==> config.mk <==
export PLATFORM = sky130hd
export DESIGN_NAME = hostio_decode
export DESIGN_NICKNAME = d
export VERILOG_FILES = /design/src/rtl/hio_pkg.sv /design/src/rtl/hio_addr_dec.sv /design/src/rtl/hio_link_timing.sv /design/src/rtl/hio_sys_regs.sv /design/src/rtl/hostio_decode.sv
export SDC_FILE = /design/constraint.sdc
export NUM_CORES = 1
export LEC_CHECK = 0
export CORE_AREA = 8 8 45 47
export DETAILED_ROUTE_END_ITERATION = 10
export DIE_AREA = 0 0 53 55
export DONT_BUFFER_PORTS = 1
export GPL_TIMING_DRIVEN = 0
export PLACE_DENSITY_LB_ADDON = 0.08
export SLEW_MARGIN = 10
export SYNTH_ARGS = -nofsm -noshare
export SYNTH_HDL_FRONTEND = slang
export SYNTH_SLANG_ARGS = --single-unit
==> constraint.sdc <==
create_clock -name clk -period 1.1 [get_ports clk]
set_input_delay 0 -clock clk [delete_from_list [all_inputs] [get_ports clk]]
set_output_delay 0 -clock clk [all_outputs]
set_load 0.02 [all_outputs]
==> src/rtl/hio_pkg.sv <==
package hio_pkg;

    typedef enum logic [1:0] {
        FLAG_RESET   = 2'd0,
        FLAG_ANALYSE = 2'd1,
        FLAG_IRQ_EN  = 2'd2,
        FLAG_NONE    = 2'd3
    } flag_idx_e;

    typedef struct packed {
        logic link;
        logic sys;
    } region_sel_t;

    typedef struct packed {
        logic rst_f;
        logic ana_f;
        logic ie_f;
    } flag_bank_t;

    function automatic logic page_match(input logic [1:0] hi_bits,
                                        input logic [1:0] strap);
        return (&strap) || (hi_bits == strap);
    endfunction

endpackage

==> src/rtl/hio_addr_dec.sv <==
module hio_addr_dec
    import hio_pkg::*;
#(
    parameter int ADDR_W     = 10,
    parameter int WIN_BASE   = 'hD0,
    parameter int LINK_BYTES = 8,
    parameter int SYS_BYTES  = 4
) (
    input  logic [ADDR_W-1:2] addr_hi,
    input  logic              bus_en,
    input  logic [1:0]        base_sel,
    input  logic              link_jmp_n,
    input  logic              sys_jmp_n,
    output region_sel_t       sel
);
    localparam int          LINK_WORDS = LINK_BYTES / 4;
    localparam int          SYS_WORDS  = SYS_BYTES / 4;
    localparam logic [5:0]  WIN_WORD   = 6'(WIN_BASE >> 2);

    logic       hit_page;
    logic [5:0] word_ofs;

    always_comb begin
        hit_page = bus_en && page_match(addr_hi[ADDR_W-1:ADDR_W-2], base_sel);
        word_ofs = addr_hi[7:2] - WIN_WORD;
        sel.link = hit_page && !link_jmp_n && (int'(word_ofs) < LINK_WORDS);
        sel.sys  = hit_page && !sys_jmp_n &&
                   (int'(word_ofs) >= LINK_WORDS) &&
                   (int'(word_ofs) < LINK_WORDS + SYS_WORDS);
    end

endmodule

==> src/rtl/hio_link_timing.sv <==
module hio_link_timing (
    input  logic clk,
    input  logic rst,
    input  logic link_sel,
    input  logic ior_n,
    input  logic iow_n,
    output logic lnk_cs_n,
    output logic lnk_wr
);
    logic iow_smp_n;
    logic wr_go;

    always_ff @(posedge clk) begin
        if (rst) iow_smp_n <= 1'b1;
        else     iow_smp_n <= iow_n;
    end

    always_comb begin
        wr_go    = !iow_n && !iow_smp_n;
        lnk_cs_n = !(link_sel && (!ior_n || wr_go));
        lnk_wr   = link_sel && (wr_go || !iow_smp_n);
    end

endmodule

==> src/rtl/hio_sys_regs.sv <==
module hio_sys_regs
    import hio_pkg::*;
(
    input  logic       clk,
    input  logic       rst,
    input  logic       sys_sel,
    input  logic       ior_n,
    input  logic       iow_n,
    input  logic [1:0] idx,
    input  logic       wr_bit,
    input  logic       err_n,
    output flag_bank_t flags,
    output logic       rd_bit,
    output logic       irq
);
    always_ff @(posedge clk) begin
        if (rst) begin
            flags <= '0;
        end else if (sys_sel && !iow_n) begin
            unique case (flag_idx_e'(idx))
                FLAG_RESET:   flags.rst_f <= wr_bit;
                FLAG_ANALYSE: flags.ana_f <= wr_bit;
                FLAG_IRQ_EN:  flags.ie_f  <= wr_bit;
                FLAG_NONE:    ;
            endcase
        end
    end

    always_comb begin
        rd_bit = sys_sel && !ior_n && !err_n;
        irq    = !err_n && flags.ie_f;
    end

endmodule

==> src/rtl/hostio_decode.sv <==
module hostio_decode
    import hio_pkg::*;
#(
    parameter int ADDR_W     = 10,
    parameter int WIN_BASE   = 'hD0,
    parameter int LINK_BYTES = 8,
    parameter int SYS_BYTES  = 4
) (
    input  logic              clk,
    input  logic              rst,
    input  logic [ADDR_W-1:0] addr,
    input  logic              bus_en,
    input  logic              ior_n,
    input  logic              iow_n,
    input  logic              wr_bit,
    input  logic [1:0]        base_sel,
    input  logic              link_jmp_n,
    input  logic              sys_jmp_n,
    input  logic              err_n,
    output logic              lnk_cs_n,
    output logic              lnk_wr,
    output logic [1:0]        lnk_rs,
    output logic              sys_rd_bit,
    output logic              sub_reset,
    output logic              sub_analyse,
    output logic              err_irq
);
    region_sel_t sel;
    flag_bank_t  flags;
    logic        link_sel;
    logic        sys_sel;

    hio_addr_dec #(
        .ADDR_W(ADDR_W), .WIN_BASE(WIN_BASE),
        .LINK_BYTES(LINK_BYTES), .SYS_BYTES(SYS_BYTES)
    ) u_dec (
        .addr_hi(addr[ADDR_W-1:2]), .bus_en(bus_en), .base_sel(base_sel),
        .link_jmp_n(link_jmp_n), .sys_jmp_n(sys_jmp_n), .sel(sel)
    );

    assign link_sel = sel.link;
    assign sys_sel  = sel.sys;
    assign lnk_rs   = addr[2:1];

    hio_link_timing u_tim (
        .clk(clk), .rst(rst), .link_sel(link_sel), .ior_n(ior_n),
        .iow_n(iow_n), .lnk_cs_n(lnk_cs_n), .lnk_wr(lnk_wr)
    );

    hio_sys_regs u_regs (
        .clk(clk), .rst(rst), .sys_sel(sys_sel), .ior_n(ior_n),
        .iow_n(iow_n), .idx(addr[1:0]), .wr_bit(wr_bit), .err_n(err_n),
        .flags(flags), .rd_bit(sys_rd_bit), .irq(err_irq)
    );

    assign sub_reset   = flags.rst_f;
    assign sub_analyse = flags.ana_f;

endmodule

==> summary.md, run 1 <==
| Metric | Value |
|---|---|
| Gate count after technology mapping | 36 |
| Root cell of the clock tree | sky130_fd_sc_hd__clkbuf_4 |
| Share of the yosys chip area belonging to registers | 24.6% |
| First-pass iteration count of the detailed router | 2 |
| Maximum operating frequency | around 870 MHz |
| Final cycle utilization of the critical path | 105% |
| Register-to-Register Setup Slack | 370 ps |
| Overall fraction of global-route tracks in use | 6.39% |
| Required time of the critical path | 1100 ps |
| Initial core utilization | 23.5% |
| Buffer count from post-CTS setup fixing | 0 |
| Total via count in the routed design | between 200 and 300 |
| Number of hold violations in the final report | 0 |
| Iteration-0 DRC Markers | 1 |
| Worst Max-Slew Pin Slew | 592 ps |
| Placer Congestion | 0.598 |
| Routed via count divided by cell count | 5.14 |
| Post-Route WL | ~900 um |
| Source of the critical timing path | u_tim.iow_smp_n$_SDFF_PP1_ |
| Die area | 0.00292 mm^2 |
| Ports placed on the boundary | 29 |
| Worst r2r src | u_regs.flags[1]$_SDFFE_PP0P_ |
| Top area cells in the synthesized netlist | sky130_fd_sc_hd__dfxtp_1 25%, sky130_fd_sc_hd__mux2i_1 9.2%, sky130_fd_sc_hd__nand2b_1 7.7% |
| Final-layout setup total negative slack | -53.5 ps |
| Diode count | 0 |
| Commonest cells in the netlist | 4 x sky130_fd_sc_hd__dfxtp_1, 4 x sky130_fd_sc_hd__nand2b_1, 3 x sky130_fd_sc_hd__mux2i_1, 3 x sky130_fd_sc_hd__nand4_1, 3 x sky130_fd_sc_hd__nor2b_1 |
| Pins Over Slew Limit | 0 |
| Top flip-flop cell by instance count after synthesis | sky130_fd_sc_hd__dfxtp_1 |
| Setup clock skew after layout | 0 ps |
| Signed area change from the synthesized netlist to the final layout | 27.7% |
| Clock tree buffer depth | 2 |
| Path type of the worst setup path | reg2out |
| Clock transition time at the flip-flop clock pins of the worst setup and hold paths | 40 ps |
| Number of global-route vias before repair | 309 |
| Count of flip-flops with a built-in enable after synthesis | 0 |
| Min cycle time layout | 1150 ps |
| Share of post-route cells with drive strength above 1 | 38.1% |
| Global-route track usage on met1 | 4.55% |
| Antenna-violating nets left | 0 |
| Post-DR wirelength/cell | 15.4 um |
| Syn. warnings | 0 |
| DIE HEIGHT | between 50 and 60 um |
| Final WS setup | -53.5 ps |
| Die Span X | 53 um |
| Maximum number of pins on one net before global-route repair | 5 |
| Number of clock buffers inserted by TritonCTS | 3 |
| Crit end category | output pin |
| Proportion of netlist area held by the largest area contributor | 24.6% |
| Nets@finish | 65 |
| Total standard cell area after synthesis | 325 um^2 |
| Cell depth of the worst min-delay path | 3 |
| Post-synthesis register bit count | 4 |
| Insertion delay of the later-clocked pin in the worst-skew pair | 230 ps |
| Setup repair after global routing missed its margin | true |
| DP HPWL | 798 um |
| Worst slew margin relative to its limit | 60.2% |
| Layer with the highest usage | met2 |
| Signal arrival time at the worst endpoint | 1150 ps |
| Drc violations | 0 |
| Cell Rows | 14 |
| Synth Net Count | 57 |
| Met2 usage | 11.3% |
| Endpoint of the lowest-slack register-to-register path | u_regs.flags[1]$_SDFFE_PP0P_ |
| Violations in the final reports | negative setup slack |
| Overflow after GRT | 0 |
| Average cell area after synthesis | 9.04 um^2 |
| Number of cells on the worst reg-to-reg path | 2 |
| Core area | about 0.0014 mm^2 |
| Static power due to leakage | 0.144 nW |
| Status | finished with violations |
| CP max FO | 2 |
| Port Buffer Count | 0 |
| Startpoint types | flop |
| Met3 usage in global routing | 3.74% |
| Total power | 385 uW |
| Number of different library cells in the post-synthesis netlist | 20 |
| Antenna violations before repair | 0 |
| Wire length of the first global-routing pass | 1.32 mm |
| Setup violators final | 1 |
| TritonCTS clock tree | yes |
| Endpoint of the worst setup timing path | lnk_cs_n |
| Peak ir drop on the vdd network | 0.460 mV |
| Library cell with the largest summed area after synthesis | sky130_fd_sc_hd__dfxtp_1 |
| Clk sink count | 4 |
| Power Density | 926 mW/mm^2 |
| # fillers | about 160 |
| Deepest level of the CTS H-tree | 1 |
| Number of max-capacitance violations reported | 0 |
| Share of synthesized flip-flops with an asynchronous set or reset | 0% |
| Path class of the lowest-slack min-delay path | in2reg |
[how the worst min path moves through the flow]
stage / start / end / slack (ps)
after detailed placement: err_n / err_irq / 90
after global routing: rst / u_regs.flags[2]$_SDFFE_PP0P_ / 40
after floorplan: err_n / err_irq / 80
after CTS: rst / u_regs.flags[2]$_SDFFE_PP0P_ / 6
after global placement: err_n / err_irq / 90
final: addr[1] / u_regs.flags[1]$_SDFFE_PP0P_ / 10
[power by group]
group	total (mW)	leakage, nW	switching [mW]	internal (mW)
clock	0.179	0.0138	0.0574	0.122
sequential	0.150	0.0323	0.00138	0.148
combinational	0.0556	0.0980	0.0228	0.0328
total	0.385	0.144	0.0816	0.303
[layout make-up]
cell class	instances	area (um^2)	share of cell area, %
sequential	4	81.3	19.6
buffer	2	15.0	3.61
tap	16	20.0	4.82
multi-input combinational	30	246	59.3
clock buffer	3	22.5	5.42
timing repair buffer	3	30.0	7.23
[layer usage]
metal | wire (um) | vias to the layer above
met5 | 0 | -
met4 | 27 | 0
met3 | 122 | 4
met2 | 510 | 13
met1 | 230 | 138
li1 | - | 143
[flip-flops by register name (all words and copies together), names as in the netlist]
signal           count
u_regs.flags         3
u_tim.iow_smp_n      1
[critical path, stage by stage, from the launching register on]
cell	delay, ps
sky130_fd_sc_hd__dfxtp_2	310
sky130_fd_sc_hd__o21ai_1	90
sky130_fd_sc_hd__or4b_4	520
[cells in the final DEF, fill, tap and decap left out, types with 2 or more instances in the layout]
cell                            synthesis  routed
sky130_fd_sc_hd__dfxtp_1                4       3
sky130_fd_sc_hd__nand2_1                2       2
sky130_fd_sc_hd__nor2b_1                3       3
sky130_fd_sc_hd__clkbuf_4               0       3
sky130_fd_sc_hd__nor4_2                 0       2
sky130_fd_sc_hd__nor3b_2                2       2
sky130_fd_sc_hd__nand4_1                3       3
sky130_fd_sc_hd__dlygate4sd3_1          0       3
sky130_fd_sc_hd__nand2b_1               4       4
sky130_fd_sc_hd__buf_4                  2       2
sky130_fd_sc_hd__or4b_4                 1       2
sky130_fd_sc_hd__mux2i_1                3       3
[timing repair]
item,CTS,global route
endpoints found under the hold margin,4,0
setup endpoints to repair,3,2
gates resized for setup,5,0
hold buffers,3,0
[cell families (layout without fill, tap and decap cells)]
| logic type | after synthesis | count (layout) | synth area share [%] |
|---|---|---|---|
| muxes | 3 | 3 | 9.23 |
| and+or+nand+nor | 24 | 24 | 50.8 |
| AOI/OAI and AO/OA | 3 | 3 | 10.8 |
| DFF | 4 | 4 | 24.6 |
| buffers and inverters | 2 | 8 | 4.61 |
[through the flow]
stage,instances,setup slack (ps),cell area (um^2),utilization [%],hold WS [ps]
2_1_floorplan,36,13.1,325,-,78.1
3_3_place_gp,52,-111,345,25.0,86.7
3_5_place_dp,52,-124,345,25.0,85.2
4_1_cts,58,-67.6,415,30.0,6.12
5_1_grt,58,-87.6,415,30.0,41.2
6_report,58,-53.5,415,30.0,9.76
Power figures use the tool's default switching activity.
==> run 2, diff against run 1 <==
--- a/config.mk
+++ b/config.mk
@@ -6,10 +6,10 @@
 export NUM_CORES = 1
 export LEC_CHECK = 0
 export CORE_AREA = 8 8 45 47
+export CTS_BUF_LIST = sky130_fd_sc_hd__clkbuf_8 sky130_fd_sc_hd__clkbuf_16
 export DETAILED_ROUTE_END_ITERATION = 10
 export DIE_AREA = 0 0 53 55
 export DONT_BUFFER_PORTS = 1
-export GPL_TIMING_DRIVEN = 0
 export PLACE_DENSITY_LB_ADDON = 0.08
 export SLEW_MARGIN = 10
 export SYNTH_ARGS = -nofsm -noshare
==> run 2 against run 1 <==
  * The flow still finishes with violations (negative setup slack)
  * Sequential cell count unchanged
  * Combinational power fell by 17%
  * Count of clock-buffer cells in the layout did not move
  * First-iteration DRC count rose to 8.0 times the previous value
  * Critical path depth did not move
  * Largest cell class unchanged
  * Largest power group unchanged
  * Highest routed layer unchanged
==> summary.md, run 2 (same netlist as run 1, synthesis figures left out) <==
| Metric | Value |
|---|---|
| Cell Rows | 14 |
| Path type of the worst setup path | reg2out |
| Routed via count divided by cell count | 4.89 |
| Worst Max-Slew Pin Slew | between 400 and 500 ps |
| Static power due to leakage | 0.174 nW |
| Path class of the lowest-slack min-delay path | in2out |
| Drc violations | 0 |
| Crit end category | output pin |
| Die area | 0.00292 mm^2 |
| Number of max-capacitance violations reported | 0 |
| Startpoint types | flop |
| Ports placed on the boundary | 29 |
| DIE HEIGHT | 55 um |
| Nets@finish | 69 |
| Core area | 0.00138 mm^2 |
| CP max FO | 2 |
| Clock tree buffer depth | 2 |
| Count of placed standard cells including taps | 57 |
| Iteration-0 DRC Markers | 8 |
| Pins Over Slew Limit | 0 |
| Number of hold violations in the final report | 0 |
| Wire length of the first global-routing pass | 1.45 mm |
| Die Span X | between 50 and 60 um |
| Setup clock skew after layout | 0 ps |
| Setup violators final | 1 |
| Setup repair after global routing missed its margin | true |
| Post-DR wirelength/cell | about 15 um |
| Final WS setup | -31.7 ps |
| Number of cells on the worst reg-to-reg path | 2 |
| Total power | 503 uW |
| DP HPWL | around 790 um |
| Initial core utilization | around a quarter |
| Max stage delay cell, worst path | sky130_fd_sc_hd__or4b_4 |
| Overflow after GRT | 0 |
| Hold Slack | 0.0104 ps |
| Register-to-Register Setup Slack | 510 ps |
| Final-layout setup total negative slack | -31.7 ps |
| Power Density | 1100 mW/mm^2 |
| Register with the most flip-flops | u_regs.flags |
| Clk sink count | 4 |
| Signal arrival time at the worst endpoint | 1130 ps |
| Required time of the critical path | 1100 ps |
| Number of global-route vias before repair | 329 |
| Share of post-route cells with drive strength above 1 | between 40% and 50% |
| Placer Congestion | 0.608 |
| Antenna violations before repair | 0 |
| Antenna-violating nets left | 0 |
| Overall fraction of global-route tracks in use | about 6.8% |
| CP cell instances | o21ai_1, or4b_4 |
| Cell depth of the worst min-delay path | 0 |
| Most common cell after layout, fill and taps aside | sky130_fd_sc_hd__buf_4 |
| Port Buffer Count | 0 |
| Delay contributed by the slowest stage of the critical path | 520 ps |
| Largest regs | u_regs.flags (3), u_tim.iow_smp_n (1) |
| Peak ir drop on the vdd network | 0.577 mV |
| Number of clock buffers inserted by TritonCTS | 3 |
| TritonCTS clock tree | yes |
| First-pass iteration count of the detailed router | 4 |
| Non-filler cells in the finished layout | 62 |
| Diode count | 0 |
| Deepest level of the CTS H-tree | 1 |
| Status | finished with violations |
| Signed area change from the synthesized netlist to the final layout | 40.0% |
| Highest-count cells in the layout ignoring fill and taps | 7 x sky130_fd_sc_hd__buf_4, 4 x sky130_fd_sc_hd__nand2b_1 |
| Insertion delay of the later-clocked pin in the worst-skew pair | about 210 ps |
| Maximum operating frequency | 884 MHz |
| Violations in the final reports | negative setup slack |
| Root cell of the clock tree | sky130_fd_sc_hd__clkbuf_8 |
| Number of flip-flops under the largest register name | 3 |
| Maximum number of pins on one net before global-route repair | 5 |
| Total via count in the routed design | 303 |
| Min cycle time layout | between 1000 and 1500 ps |
| Buffer count from post-CTS setup fixing | 0 |
| Final cycle utilization of the critical path | 103% |
| Post-Route WL | a little over 900 um |
| Clock transition time at the flip-flop clock pins of the worst setup and hold paths | 30 ps |
| Worst slew margin relative to its limit | 72.8% |
-- run 2: changes by cell type in the layout (fill, tap and decap cells not counted) --
cell / delta
sky130_fd_sc_hd__buf_4: +5
sky130_fd_sc_hd__clkbuf_4: -3
sky130_fd_sc_hd__clkbuf_8: +3
sky130_fd_sc_hd__dlygate4sd3_1: -1
sky130_fd_sc_hd__nor4_1: +1
sky130_fd_sc_hd__nor4_2: -1
-- run 2: where the power goes --
part | internal [mW] | switching [mW] | total, mW
combinational | 0.0296 | 0.0167 | 0.0463
sequential | 0.149 | 0.00115 | 0.150
clock | 0.233 | 0.0738 | 0.307
total | 0.411 | 0.0917 | 0.503
-- run 2: final timing paths --
check	start	end
max	u_tim.iow_smp_n$_SDFF_PP1_	lnk_cs_n
min	addr[1]	lnk_rs[0]
max reg2reg	u_regs.flags[0]$_SDFFE_PP0P_	u_regs.flags[0]$_SDFFE_PP0P_
min reg2reg	u_regs.flags[1]$_SDFFE_PP0P_	u_regs.flags[1]$_SDFFE_PP0P_
-- run 2: area by class of cell --
class,count,area (um^2)
clock buffer,3,41.3
fill,154,928
multi-input combinational,30,240
tap,16,20.0
timing repair buffer,9,72.6
sequential,4,81.3
-- run 2: repair_timing --
item / 4_1_cts / 5_1_grt
hold buffers: 2 / 0
endpoints found under the hold margin: 3 / 0
pin swaps: 0 / 0
endpoints found under the setup margin: 1 / 2
gates resized for setup: 2 / 2
-- run 2: through the flow --
stage | util, % | worst slack [ps] | instance area, um^2
floorplan | - | 13.1 | 325
global placement | 27.7 | -52.8 | 383
detailed placement | 27.7 | -19.5 | 383
CTS | 32.4 | -41.4 | 448
global route | 32.9 | -49.8 | 455
finish | 32.9 | -31.7 | 455
-- run 2: routing by layer --
layer,track usage (%),vias to the layer above,routed length [um]
li1,-,151,-
met2,11.9,17,501
met3,5.08,2,130
met5,0,-,0
met4,2.59,0,12
met1,5.92,133,276
-- run 2: critical path, delay by kind of cell (launching register included) --
family           cells  cell delay, ps
AO/OA/AOI/OAI        1              90
flip-flops           1             310
AND/OR/NAND/NOR      1             520
